File: src/rtl/lit_sel_pkg.sv
package lit_sel_pkg;

    localparam int LIT_W      = 32;
    localparam int NUM_SLOTS  = 4;
    localparam int OP_W       = 2 * LIT_W;
    localparam int SPEC_W     = 8;
    localparam int REG_IDX_W  = 7;
    localparam int SLOT_FLD_W = 2;
    localparam int IMM4_W     = 4;
    localparam int IMM5_W     = 5;

    typedef enum logic [1:0] {
        FORM_LO_HALF = 2'd0,
        FORM_HI_HALF = 2'd1,
        FORM_WORD    = 2'd2,
        FORM_PAIR    = 2'd3
    } lit_form_e;

    typedef enum logic [1:0] {
        KIND_REG,
        KIND_IMM,
        KIND_LIT,
        KIND_RSVD
    } spec_kind_e;

    typedef struct packed {
        spec_kind_e             kind;
        lit_form_e              form;
        logic [SLOT_FLD_W-1:0]  slot;
        logic [REG_IDX_W-1:0]   reg_idx;
        logic [IMM4_W-1:0]      imm;
    } src2_dec_t;

    typedef struct packed {
        logic [OP_W-1:0]      value;
        logic                 reg_sel;
        logic [REG_IDX_W-1:0] reg_idx;
        logic                 err;
    } operand_t;

    function automatic src2_dec_t decode_src2(input logic [SPEC_W-1:0] s);
        src2_dec_t d;
        d.form    = lit_form_e'(s[3:2]);
        d.slot    = s[1:0];
        d.reg_idx = s[6:0];
        d.imm     = s[3:0];
        if (!s[7])                  d.kind = KIND_REG;
        else if (s[6:4] == 3'b100)  d.kind = KIND_IMM;
        else if (s[6:4] == 3'b101)  d.kind = KIND_LIT;
        else                        d.kind = KIND_RSVD;
        return d;
    endfunction

    function automatic operand_t decode_src1(input logic [SPEC_W-1:0] s);
        operand_t r;
        r = '0;
        if (!s[7]) begin
            r.reg_sel = 1'b1;
            r.reg_idx = s[6:0];
        end else if (s[6:5] == 2'b10) begin
            r.value = {{(OP_W-IMM5_W){1'b0}}, s[IMM5_W-1:0]};
        end
        return r;
    endfunction

endpackage

File: src/rtl/lit_slot_fetch.sv
module lit_slot_fetch
    import lit_sel_pkg::*;
#(
    parameter int NSLOT = NUM_SLOTS,
    parameter int WW    = LIT_W
) (
    input  logic [NSLOT*WW-1:0]        words_flat,
    input  logic [NSLOT-1:0]           present,
    input  lit_form_e                  form,
    input  logic [$clog2(NSLOT)-1:0]   slot,
    output logic [2*WW-1:0]            value,
    output logic                       err
);
    localparam int SW     = $clog2(NSLOT);
    localparam int HALF_W = WW / 2;
    localparam logic [SW-1:0] HALF_LIMIT = SW'(2);
    localparam logic [SW-1:0] PAIR_LIMIT = SW'(NSLOT - 1);

    logic [WW-1:0] word_at  [NSLOT];
    logic [WW-1:0] upper_at [NSLOT];
    logic          upper_ok [NSLOT];

    for (genvar g = 0; g < NSLOT; g++) begin : g_slot
        assign word_at[g] = words_flat[g*WW +: WW];
        if (g < NSLOT - 1) begin : g_has_upper
            assign upper_at[g] = words_flat[(g+1)*WW +: WW];
            assign upper_ok[g] = present[g+1];
        end else begin : g_no_upper
            assign upper_at[g] = '0;
            assign upper_ok[g] = 1'b0;
        end
    end

    logic [WW-1:0] base;
    logic          slot_ok;

    always_comb begin
        base    = word_at[slot];
        value   = '0;
        slot_ok = 1'b0;
        unique case (form)
            FORM_LO_HALF: begin
                value   = {{(2*WW-HALF_W){1'b0}}, base[HALF_W-1:0]};
                slot_ok = (slot < HALF_LIMIT);
            end
            FORM_HI_HALF: begin
                value   = {{(2*WW-HALF_W){1'b0}}, base[WW-1:HALF_W]};
                slot_ok = (slot < HALF_LIMIT);
            end
            FORM_WORD: begin
                value   = {{WW{1'b0}}, base};
                slot_ok = 1'b1;
            end
            FORM_PAIR: begin
                value   = {upper_at[slot], base};
                slot_ok = (slot < PAIR_LIMIT) && upper_ok[slot];
            end
            default: ;
        endcase
        err = !(slot_ok && present[slot]);
    end

endmodule

File: src/rtl/lit_src2_path.sv
module lit_src2_path
    import lit_sel_pkg::*;
(
    input  logic [SPEC_W-1:0]          spec,
    input  logic [NUM_SLOTS*LIT_W-1:0] words_flat,
    input  logic [NUM_SLOTS-1:0]       present,
    output operand_t                   result
);
    src2_dec_t       dec;
    logic [OP_W-1:0] lit_value;
    logic            lit_err;

    assign dec = decode_src2(spec);

    lit_slot_fetch #(.NSLOT(NUM_SLOTS), .WW(LIT_W)) u_fetch (
        .words_flat (words_flat),
        .present    (present),
        .form       (dec.form),
        .slot       (dec.slot),
        .value      (lit_value),
        .err        (lit_err)
    );

    operand_t raw;

    always_comb begin
        raw = '0;
        unique case (dec.kind)
            KIND_REG: begin
                raw.reg_sel = 1'b1;
                raw.reg_idx = dec.reg_idx;
            end
            KIND_IMM:  raw.value = {{(OP_W-IMM4_W){1'b0}}, dec.imm};
            KIND_LIT: begin
                raw.value = lit_value;
                raw.err   = lit_err;
            end
            KIND_RSVD: raw.err = 1'b1;
            default: ;
        endcase
        result = raw.err ? operand_t'({{(OP_W+REG_IDX_W+1){1'b0}}, 1'b1}) : raw;
    end

endmodule

File: src/rtl/lit_src1_path.sv
module lit_src1_path
    import lit_sel_pkg::*;
(
    input  logic [SPEC_W-1:0] spec,
    output operand_t          result
);
    assign result = decode_src1(spec);
endmodule

File: src/rtl/lit_operand_sel.sv
module lit_operand_sel
    import lit_sel_pkg::*;
(
    input  logic                         clk,
    input  logic                         rst,
    input  logic                         in_valid,
    input  logic [31:0]                  syllable,
    input  logic [NUM_SLOTS*LIT_W-1:0]   lit_words,
    input  logic [NUM_SLOTS-1:0]         lit_present,
    output logic                         out_valid,
    output logic [OP_W-1:0]              src2_operand,
    output logic                         src2_err,
    output logic                         src2_reg_sel,
    output logic [REG_IDX_W-1:0]         src2_reg_idx,
    output logic [OP_W-1:0]              src1_operand,
    output logic                         src1_reg_sel,
    output logic [REG_IDX_W-1:0]         src1_reg_idx
);
    localparam int SRC2_LSB = 8;
    localparam int SRC1_LSB = 16;

    operand_t s2_next, s1_next;
    operand_t s2_q, s1_q;
    logic     valid_q;

    lit_src2_path u_src2 (
        .spec       (syllable[SRC2_LSB +: SPEC_W]),
        .words_flat (lit_words),
        .present    (lit_present),
        .result     (s2_next)
    );

    lit_src1_path u_src1 (
        .spec   (syllable[SRC1_LSB +: SPEC_W]),
        .result (s1_next)
    );

    always_ff @(posedge clk) begin
        if (rst) begin
            valid_q <= 1'b0;
            s2_q    <= '0;
            s1_q    <= '0;
        end else begin
            valid_q <= in_valid;
            if (in_valid) begin
                s2_q <= s2_next;
                s1_q <= s1_next;
            end
        end
    end

    assign out_valid    = valid_q;
    assign src2_operand = s2_q.value;
    assign src2_err     = s2_q.err;
    assign src2_reg_sel = s2_q.reg_sel;
    assign src2_reg_idx = s2_q.reg_idx;
    assign src1_operand = s1_q.value;
    assign src1_reg_sel = s1_q.reg_sel;
    assign src1_reg_idx = s1_q.reg_idx;

endmodule

File: config.mk
export PLATFORM = sky130hd
export DESIGN_NAME = lit_operand_sel
export DESIGN_NICKNAME = d
export VERILOG_FILES = /design/src/rtl/lit_sel_pkg.sv /design/src/rtl/lit_slot_fetch.sv /design/src/rtl/lit_src2_path.sv /design/src/rtl/lit_src1_path.sv /design/src/rtl/lit_operand_sel.sv
export SDC_FILE = /design/constraint.sdc
export NUM_CORES = 1
export LEC_CHECK = 0
export BUFFER_PORTS_ARGS = -buffer_cell sky130_fd_sc_hd__buf_2
export CORE_MARGIN = 3
export CORE_UTILIZATION = 52
export DETAILED_ROUTE_END_ITERATION = 8
export GPL_ROUTABILITY_DRIVEN = 0
export GPL_TIMING_DRIVEN = 0
export PLACE_DENSITY = 0.89
export SLEW_MARGIN = 30
export SYNTH_ARGS = -nofsm -noshare
export SYNTH_HDL_FRONTEND = slang
export SYNTH_HIERARCHICAL = 1
export SYNTH_SLANG_ARGS = --single-unit
File: constraint.sdc
create_clock -name clk -period 2.6 [get_ports clk]
set_input_delay 0.26 -clock clk [delete_from_list [all_inputs] [get_ports clk]]
set_output_delay 0.26 -clock clk [all_outputs]
set_load 0.005 [all_outputs]
==> flow_summary.json, run 1 <==
{
  "status": "complete, no violations",
  "drive_above_1_share_pct": 42.2,
  "p_leak_nw": 5.94,
  "fmax_ghz": 0.448,
  "ff2ff_path_depth": 2,
  "ctsResizeCount": 0,
  "power_density_nw_per_um2": 513,
  "fp.dieW_um": 139,
  "final_nets": 1533,
  "maxCapViolations": 0,
  "ir_drop_v": 0.000544,
  "crit_arrival_ns": 2.58,
  "grt_max_degree": 20,
  "criticalPathCategory": "in2reg",
  "worstPathCellList": "buf_2 -> buf_4 -> buf_4 -> buf_4 -> nor3_1 -> a221oi_1 -> nand3_1 -> nand4bb_2 -> buf_6 -> buf_6 -> nor3_2 -> mux2i_1 -> nor2_1",
  "regToRegSetupSlack_ns": 1.88,
  "hold_end": "src2_err",
  "grt.total_usage_pct": 29.4,
  "worstHoldPathType": "in2reg",
  "vias": 8653,
  "power_frac_comb_pct": 19.4,
  "die-area_um2": 19400,
  "synthToLayoutAreaGrowth_pct": 28.1,
  "maxSlewViolCount": 0,
  "p_total_mw": 6.05,
  "power.share.switching_pct": 31.0,
  "post-route-util_pct": 68.3,
  "netSwitchingPower_mw": 1.88,
  "timing.rr.start": "src2_operand[45]",
  "grt_setup_unrepaired": "no",
  "finalSetupTns_ns": 0,
  "cts.sinks": 146,
  "finalSetupViolations": 0,
  "clkTransAtPathRegs_ns": 0.07,
  "internal_power_mw": 4.18,
  "h-tree-depth": 4,
  "syn_area_um2": 9220,
  "drc": 0,
  "grt_pass1_vias": 8496,
  "worst_path_most_repeated_cell": "buf_4",
  "endpoint_kind": "flip-flop",
  "avgViaCountPerCell": 5.39,
  "portBuffers": 292,
  "crit_path_start_kind": "input port",
  "clock_latency_ns": 0.43,
  "postCtsSetupBuffers": 0,
  "first_pass_iters": 6,
  "ant_nets": 0,
  "cts-root-buf": "clkbuf_16",
  "numCtsBuffers": 17,
  "slowest_stage": "nand4bb_2",
  "hpwl_um": 22700,
  "grt_pass1_wl_um": 45100,
  "antenna_found_initial": 4,
  "crit_fanout": 10,
  "hold_viol": 0,
  "hold_buffers": 0,
  "initial_utilization_pct": 53.3,
  "hold_depth": 2,
  "wirelength_um": 29500,
  "wire_per_inst_um": 18.3,
  "finClkSkew_ns": 0,
  "fp-row-count": 48,
  "synth_cells": 997,
  "die_height_um": 139,
  "rr_endpoint": "src2_operand[45]",
  "required_ns": 2.95,
  "cpPeakStageDelay_ns": 0.26,
  "syn_area_per_cell_um2": 9.25,
  "maxSlewHeadroom_pct": 49.9,
  "drtIter0Drc": 905,
  "ios": 313,
  "cts_tree": "yes",
  "cts_buffer_depth": 2,
  "tightestPinTransition_ns": 0.751,
  "share_seq_of_total_power_pct": 38.7,
  "hold_start": "rst",
  "period_needed_ns": 2.23,
  "min_period_over_period_pct": 85.8,
  "core_um2": 17300,
  "synth_warnings": 6,
  "pwr-share-clk_pct": 41.9,
  "fill_cells": 1369,
  "grt-ovfl-total": 0
}
## worst max-delay path by stage
stage / endpoint / cells past startpoint / startpoint / slack (ns)
2_1_floorplan: src2_operand[14] / 12 / syllable[8] / 0.68
3_3_place_gp: src2_operand[27] / 13 / syllable[8] / 0.07
3_5_place_dp: src2_operand[11] / 13 / syllable[8] / 0.04
4_1_cts: src2_operand[45] / 13 / syllable[8] / 0.47
5_1_grt: src2_operand[32] / 13 / syllable[8] / 0.31
6_report: src2_operand[45] / 13 / syllable[8] / 0.37
## worst max-delay path: cells and delay by family
family | cells | cell delay [ns]
compound gates | 1 | 0.22
mux | 1 | 0.11
simple gates | 5 | 0.75
buf+inv | 6 | 1.21
## power groups by stage
stage               logic, mW  registers, mW  clock network, mW
floorplan               0.748           2.40                  0
detailed placement       1.14           2.39                  0
global route             1.25           2.35               2.68
global placement         1.12           2.39                  0
finish                   1.17           2.34               2.54
CTS                      1.15           2.34               2.58
## cell usage in the layout, fill, tap and decap left out, drive strengths merged
master,count
a21oi,18
a221oi,17
a22oi,15
and2,1
and2b,1
and4b,5
buf,408
clkbuf,39
clkinv,7
conb,59
dfxtp,146
diode,2
inv,73
mux2,63
mux2i,189
nand2,34
nand2b,1
nand3,2
nand3b,1
nand4bb,1
nor2,188
nor2b,15
nor3,71
nor4,4
o211ai,1
o21a,1
o21ai,1
o22a,1
o22ai,16
or3b,1
## stage by stage
stage | setup WS, ns | hold WS (ns) | instance area [um2] | cells
floorplan | 0.676 | 0.485 | 9440 | 1055
CTS | 0.468 | 0.182 | 11800 | 1604
global placement | 0.0673 | 0.468 | 11200 | 1572
detailed placement | 0.0429 | 0.474 | 11200 | 1572
finish | 0.368 | 0.199 | 11800 | 1606
global route | 0.308 | 0.211 | 11800 | 1606
## state kept, by name (all words and copies together), names as in the netlist
name and count:
src1_reg_sel 1, out_valid 1, src1_operand 64, src2_operand 64
src1_reg_idx 7, src2_reg_sel 1, src2_err 1, src2_reg_idx 7
## layout make-up
type	count	area [um2]	share of cell area, %
sequential	146	2920	24.7
antenna	2	5.00	0.0424
inverter	65	244	2.07
buffer	138	1140	9.69
tap	225	282	2.38
clock inverter	15	201	1.71
timing repair buffer	292	1460	12.4
clock buffer	17	425	3.60
multi-input combinational	706	5120	43.4
## metal layers
layer / up-vias / track usage, % / share of wire [%]
met4: 4 / 13.8 / 4.6
met3: 131 / 9.00 / 11
met2: 556 / 46.8 / 47
met1: 3954 / 36.4 / 38
met5: - / 0 / 0.095
li1: 4008 / - / -
Note: power is estimated with default switching activity, not from simulation.
==> run 2, diff against run 1 <==
--- a/config.mk
+++ b/config.mk
@@ -5,13 +5,14 @@
 export SDC_FILE = /design/constraint.sdc
 export NUM_CORES = 1
 export LEC_CHECK = 0
+export ABC_AREA = 1
 export BUFFER_PORTS_ARGS = -buffer_cell sky130_fd_sc_hd__buf_2
 export CORE_MARGIN = 3
-export CORE_UTILIZATION = 52
+export CORE_UTILIZATION = 53
 export DETAILED_ROUTE_END_ITERATION = 8
 export GPL_ROUTABILITY_DRIVEN = 0
 export GPL_TIMING_DRIVEN = 0
-export PLACE_DENSITY = 0.89
+export PLACE_DENSITY = 0.9
 export SLEW_MARGIN = 30
 export SYNTH_ARGS = -nofsm -noshare
 export SYNTH_HDL_FRONTEND = slang
==> flow_summary.json, run 2 <==
{
  "status": "finished, violations left",
  "failed_checks": "design-rule violations",
  "final_cells": 2349,
  "fp.dieW_um": 142,
  "wire_per_inst_um": 13.9,
  "cts_buffer_depth": 2,
  "mostFrequentLayoutCells": "nand2_1 (586), nor2_1 (402), buf_2 (335)",
  "rr_endpoint": "src1_operand[35]",
  "ios": 313,
  "top_usage_layer": "met2",
  "drive_above_1_share_pct": 24.3,
  "finClkSkew_ns": 0,
  "wirelength_um": 32600,
  "required_ns": 2.92,
  "maxCapViolations": 0,
  "dpl.cell_count": 2315,
  "maxSlewHeadroom_pct": 49.7,
  "ant_nets": 0,
  "maxSlewViolCount": 0,
  "grt_setup_unrepaired": "no",
  "first_pass_iters": 8,
  "crit_fanout": 10,
  "use_met3_pct": 7.56,
  "postLayoutCellArea_um2": 12500,
  "use_met2_pct": 51.3,
  "min_period_over_period_pct": 88.3,
  "core_um2": 18100,
  "antenna_found_initial": 1,
  "hold_depth": 4,
  "synth_warnings": 6,
  "finalSetupViolations": 0,
  "hold_viol": 0,
  "crit_arrival_ns": 2.62,
  "placed_area_um2": 11800,
  "ir_drop_v": 0.000462,
  "criticalPathCategory": "in2reg",
  "ctsResizeCount": 0,
  "p_leak_nw": 6.99,
  "synth_cells": 1733,
  "regToRegSetupSlack_ns": 1.96,
  "power_density_nw_per_um2": 510,
  "final_nets": 2273,
  "grt_pass1_vias": 10500,
  "fmax_ghz": 0.436,
  "cts_tree": "yes",
  "avgViaCountPerCell": 4.88,
  "grt_max_degree": 18,
  "ff2ff_path_depth": 2,
  "grt-ovfl-total": 0,
  "cts-root-buf": "clkbuf_16",
  "die_height_um": 142,
  "grt.total_usage_pct": 31.1,
  "worstHoldPathType": "in2reg",
  "vias": 11500,
  "hold_end": "src2_operand[61]",
  "drtIter0Drc": 1317,
  "timing.rr.start": "src1_operand[35]",
  "fill_cells": 1584,
  "h-tree-depth": 4,
  "finalSetupTns_ns": 0,
  "setup_ws_ns": 0.305,
  "portBuffers": 295,
  "fp-row-count": 49,
  "grt_pass1_wl_um": 50700,
  "place_ws_ns": -0.0904,
  "hpwl_um": 24900,
  "postCtsSetupBuffers": 0,
  "crit_path_start_kind": "input port",
  "syn_area_um2": 9850,
  "clkTransAtPathRegs_ns": 0.07,
  "met1_usage_pct": 37.4,
  "tightestPinTransition_ns": 0.754,
  "endpoint_kind": "flip-flop",
  "cts.sinks": 146,
  "syn_area_per_cell_um2": 5.69,
  "numCtsBuffers": 17,
  "final_common_cell": "nand2_1",
  "hold_start": "in_valid",
  "period_needed_ns": 2.29,
  "synthToLayoutAreaGrowth_pct": 26.4,
  "initial_utilization_pct": 54.5,
  "clock_latency_ns": 0.42,
  "die-area_um2": 20300,
  "drc": 2
}
-- run 2: metal layers --
metal / up-vias / wire length [um]
met5: - / 0
met4: 0 / 1920
met3: 180 / 3510
met2: 675 / 14600
met1: 4913 / 12500
li1: 5695 / -
-- run 2: how the worst max path moves through the flow --
stage                      from          endpoint  slack (ns)
finish              syllable[9]  src2_operand[58]        0.31
global route        syllable[9]  src2_operand[58]        0.17
CTS                 syllable[9]  src2_operand[58]        0.35
detailed placement  syllable[9]  src2_operand[58]       -0.09
global placement    syllable[9]  src2_operand[54]       -0.12
floorplan           syllable[8]  src2_operand[55]        0.72
-- run 2: through the flow --
stage          power [mW]  utilization [%]  hold WS [ns]
6_report             6.35             68.9         0.201
5_1_grt              6.63             68.9         0.228
4_1_cts              6.35             68.9         0.202
3_5_place_dp         3.83             65.4         0.449
3_3_place_gp         3.80             65.4         0.447
2_1_floorplan        3.32                -         0.331
-- run 2: worst max-delay path: stages --
cell      delay (ns)
buf_2           0.14
buf_2           0.20
clkbuf_1        0.45
nor2_1          0.10
o211ai_1        0.21
nand2_1         0.11
a21oi_2         0.46
buf_2           0.40
nor2_2          0.07
inv_1           0.06
nand2_1         0.04
nand2_1         0.07
nor2_2          0.03
-- run 2: where the power goes --
part / switching (mW) / internal, mW
Sequential: 0.0663 / 2.37
Clock: 1.14 / 1.39
Combinational: 0.824 / 0.565
Total: 2.03 / 4.32
-- run 2: cell type report --
cell class	instances	area, um2	share of cell area [%]
diodes	1	2.50	0.0201
inverters	249	938	7.53
flip-flops and latches	146	2920	23.5
clock buffers	17	425	3.42
repair buffers	296	1490	11.9
well taps	229	287	2.30
clock inverters	15	184	1.48
plain buffers	161	1240	9.99
multi-input cells	1235	4970	39.9
-- run 2: what timing repair did --
action / 4_1_cts / 5_1_grt
endpoints found under the setup margin: 0 / 0
hold buffers: 1 / 0
hold endpoints to repair: 1 / 0
==> run 3, diff against run 2 <==
--- a/config.mk
+++ b/config.mk
@@ -7,7 +7,6 @@
 export LEC_CHECK = 0
 export ABC_AREA = 1
 export BUFFER_PORTS_ARGS = -buffer_cell sky130_fd_sc_hd__buf_2
-export CORE_MARGIN = 3
 export CORE_UTILIZATION = 53
 export DETAILED_ROUTE_END_ITERATION = 8
 export GPL_ROUTABILITY_DRIVEN = 0
==> flow_summary.json, run 3 (same netlist as run 2, synthesis figures left out) <==
{
  "grt_pass1_wl_um": 51000,
  "place_ws_ns": -0.0664,
  "avgViaCountPerCell": 4.89,
  "grt_pass1_vias": 10800,
  "cts_buffer_depth": 2,
  "dpl.cell_count": 2315,
  "internal_power_mw": 4.30,
  "fp-row-count": 49,
  "ant_nets": 0,
  "power_density_nw_per_um2": 507,
  "finClkSkew_ns": 0,
  "drtIter0Drc": 1352,
  "initial_utilization_pct": 54.5,
  "grt_setup_unrepaired": "no",
  "worstPathCellList": "buf_2 -> buf_2 -> clkbuf_1 -> nor2_1 -> o211ai_1 -> nand2_1 -> a21oi_2 -> buf_2 -> nor2_2 -> inv_1 -> nand2_1 -> nand2_1 -> nor2_1",
  "slowest_stage": "clkbuf_1",
  "h-tree-depth": 4,
  "crit_fanout": 10,
  "worstHoldPathType": "in2reg",
  "cts_tree": "yes",
  "vias": 11500,
  "cts.sinks": 146,
  "cpPeakStageDelay_ns": 0.45,
  "final_nets": 2272,
  "wire_per_inst_um": 13.4,
  "maxSlewHeadroom_pct": 54.6,
  "hold_buffers": 0,
  "dr_wl_met2_um": 13800,
  "fp.dieW_um": 138,
  "ir_drop_v": 0.000568,
  "worst_hold_slack_ns": 0.00753,
  "postCtsSetupBuffers": 0,
  "portBuffers": 295,
  "netSwitchingPower_mw": 1.99,
  "wirelength_um": 31400,
  "status": "finished, violations left",
  "clock_latency_ns": 0.42,
  "first_pass_iters": 9,
  "setup_ws_ns": 0.237,
  "p_total_mw": 6.30,
  "die_height_um": 138,
  "routedLengthMet1_um": 12100,
  "crit_arrival_ns": 2.68,
  "share_seq_of_total_power_pct": 38.7,
  "maxCapViolations": 0,
  "hpwl_um": 24200,
  "crit_path_start_kind": "input port",
  "final_cells": 2348,
  "p_leak_nw": 6.99,
  "synthToLayoutAreaGrowth_pct": 26.1,
  "tightestPinTransition_ns": 0.681,
  "period_needed_ns": 2.36,
  "core_um2": 18100,
  "ios": 313,
  "power_frac_comb_pct": 21.9,
  "cts-root-buf": "clkbuf_16",
  "drc": 19,
  "pwr-share-clk_pct": 39.3,
  "mostFrequentLayoutCells": "nand2_1 (586), nor2_1 (402), buf_2 (335)",
  "maxSlewViolCount": 0,
  "wl_met3_um": 3550,
  "grt_max_degree": 17,
  "hold_viol": 0,
  "finalSetupTns_ns": 0,
  "placed_area_um2": 11800,
  "die-area_um2": 19100,
  "grt.total_usage_pct": 33.1,
  "final_common_cell": "nand2_1",
  "drive_above_1_share_pct": 24.3,
  "endpoint_kind": "flip-flop",
  "antenna_found_initial": 1,
  "required_ns": 2.92,
  "numCtsBuffers": 17,
  "ctsResizeCount": 0,
  "clkTransAtPathRegs_ns": 0.07,
  "fmax_ghz": 0.423,
  "maxUsedRoutingLayer": "met4",
  "failed_checks": "design-rule violations",
  "finalSetupViolations": 0,
  "post-route-util_pct": 68.7,
  "min_period_over_period_pct": 90.9,
  "criticalPathCategory": "in2reg",
  "grt-ovfl-total": 0,
  "postLayoutCellArea_um2": 12400,
  "power.share.switching_pct": 31.7
}
==> run 3: path summary, 6_finish.rpt <==
kind                                          to  slack, ns        startpoint  cells past startpoint
worst max-delay path            src2_operand[56]       0.24       syllable[9]                     13
worst min-delay path                   out_valid      0.008               rst                      2
worst max register to register  src2_operand[25]       1.98  src2_operand[25]                      2
worst min register to register  src2_operand[54]       0.47  src2_operand[54]                      2
==> run 3: metal layers <==
metal | vias to the layer above | global-route usage (%)
li1 | 5695 | -
met4 | 0 | 21.1
met1 | 4939 | 38.9
met5 | - | 0
met2 | 667 | 53.9
met3 | 178 | 8.24
==> run 3: power groups by stage <==
stage | registers (mW) | clock network, mW | logic [mW]
after detailed placement | 2.49 | 0 | 1.33
after global routing | 2.45 | 2.62 | 1.52
after floorplan | 2.50 | 0 | 0.819
final | 2.44 | 2.48 | 1.38
after CTS | 2.44 | 2.50 | 1.34
after global placement | 2.48 | 0 | 1.31
==> run 3: final cells by class <==
class | count | area (um2)
antenna | 1 | 2.50
buffer | 161 | 1240
clock buffer | 17 | 425
clock inverter | 15 | 163
fill | 1604 | 5660
inverter | 249 | 938
multi-input combinational | 1235 | 4970
sequential | 146 | 2920
tap | 229 | 287
timing repair buffer | 295 | 1480
==> run 3: critical path, delay by kind of cell <==
family | cells | cell delay, ns
compound gates | 2 | 0.68
simple gates | 6 | 0.49
buf+inv | 5 | 1.23
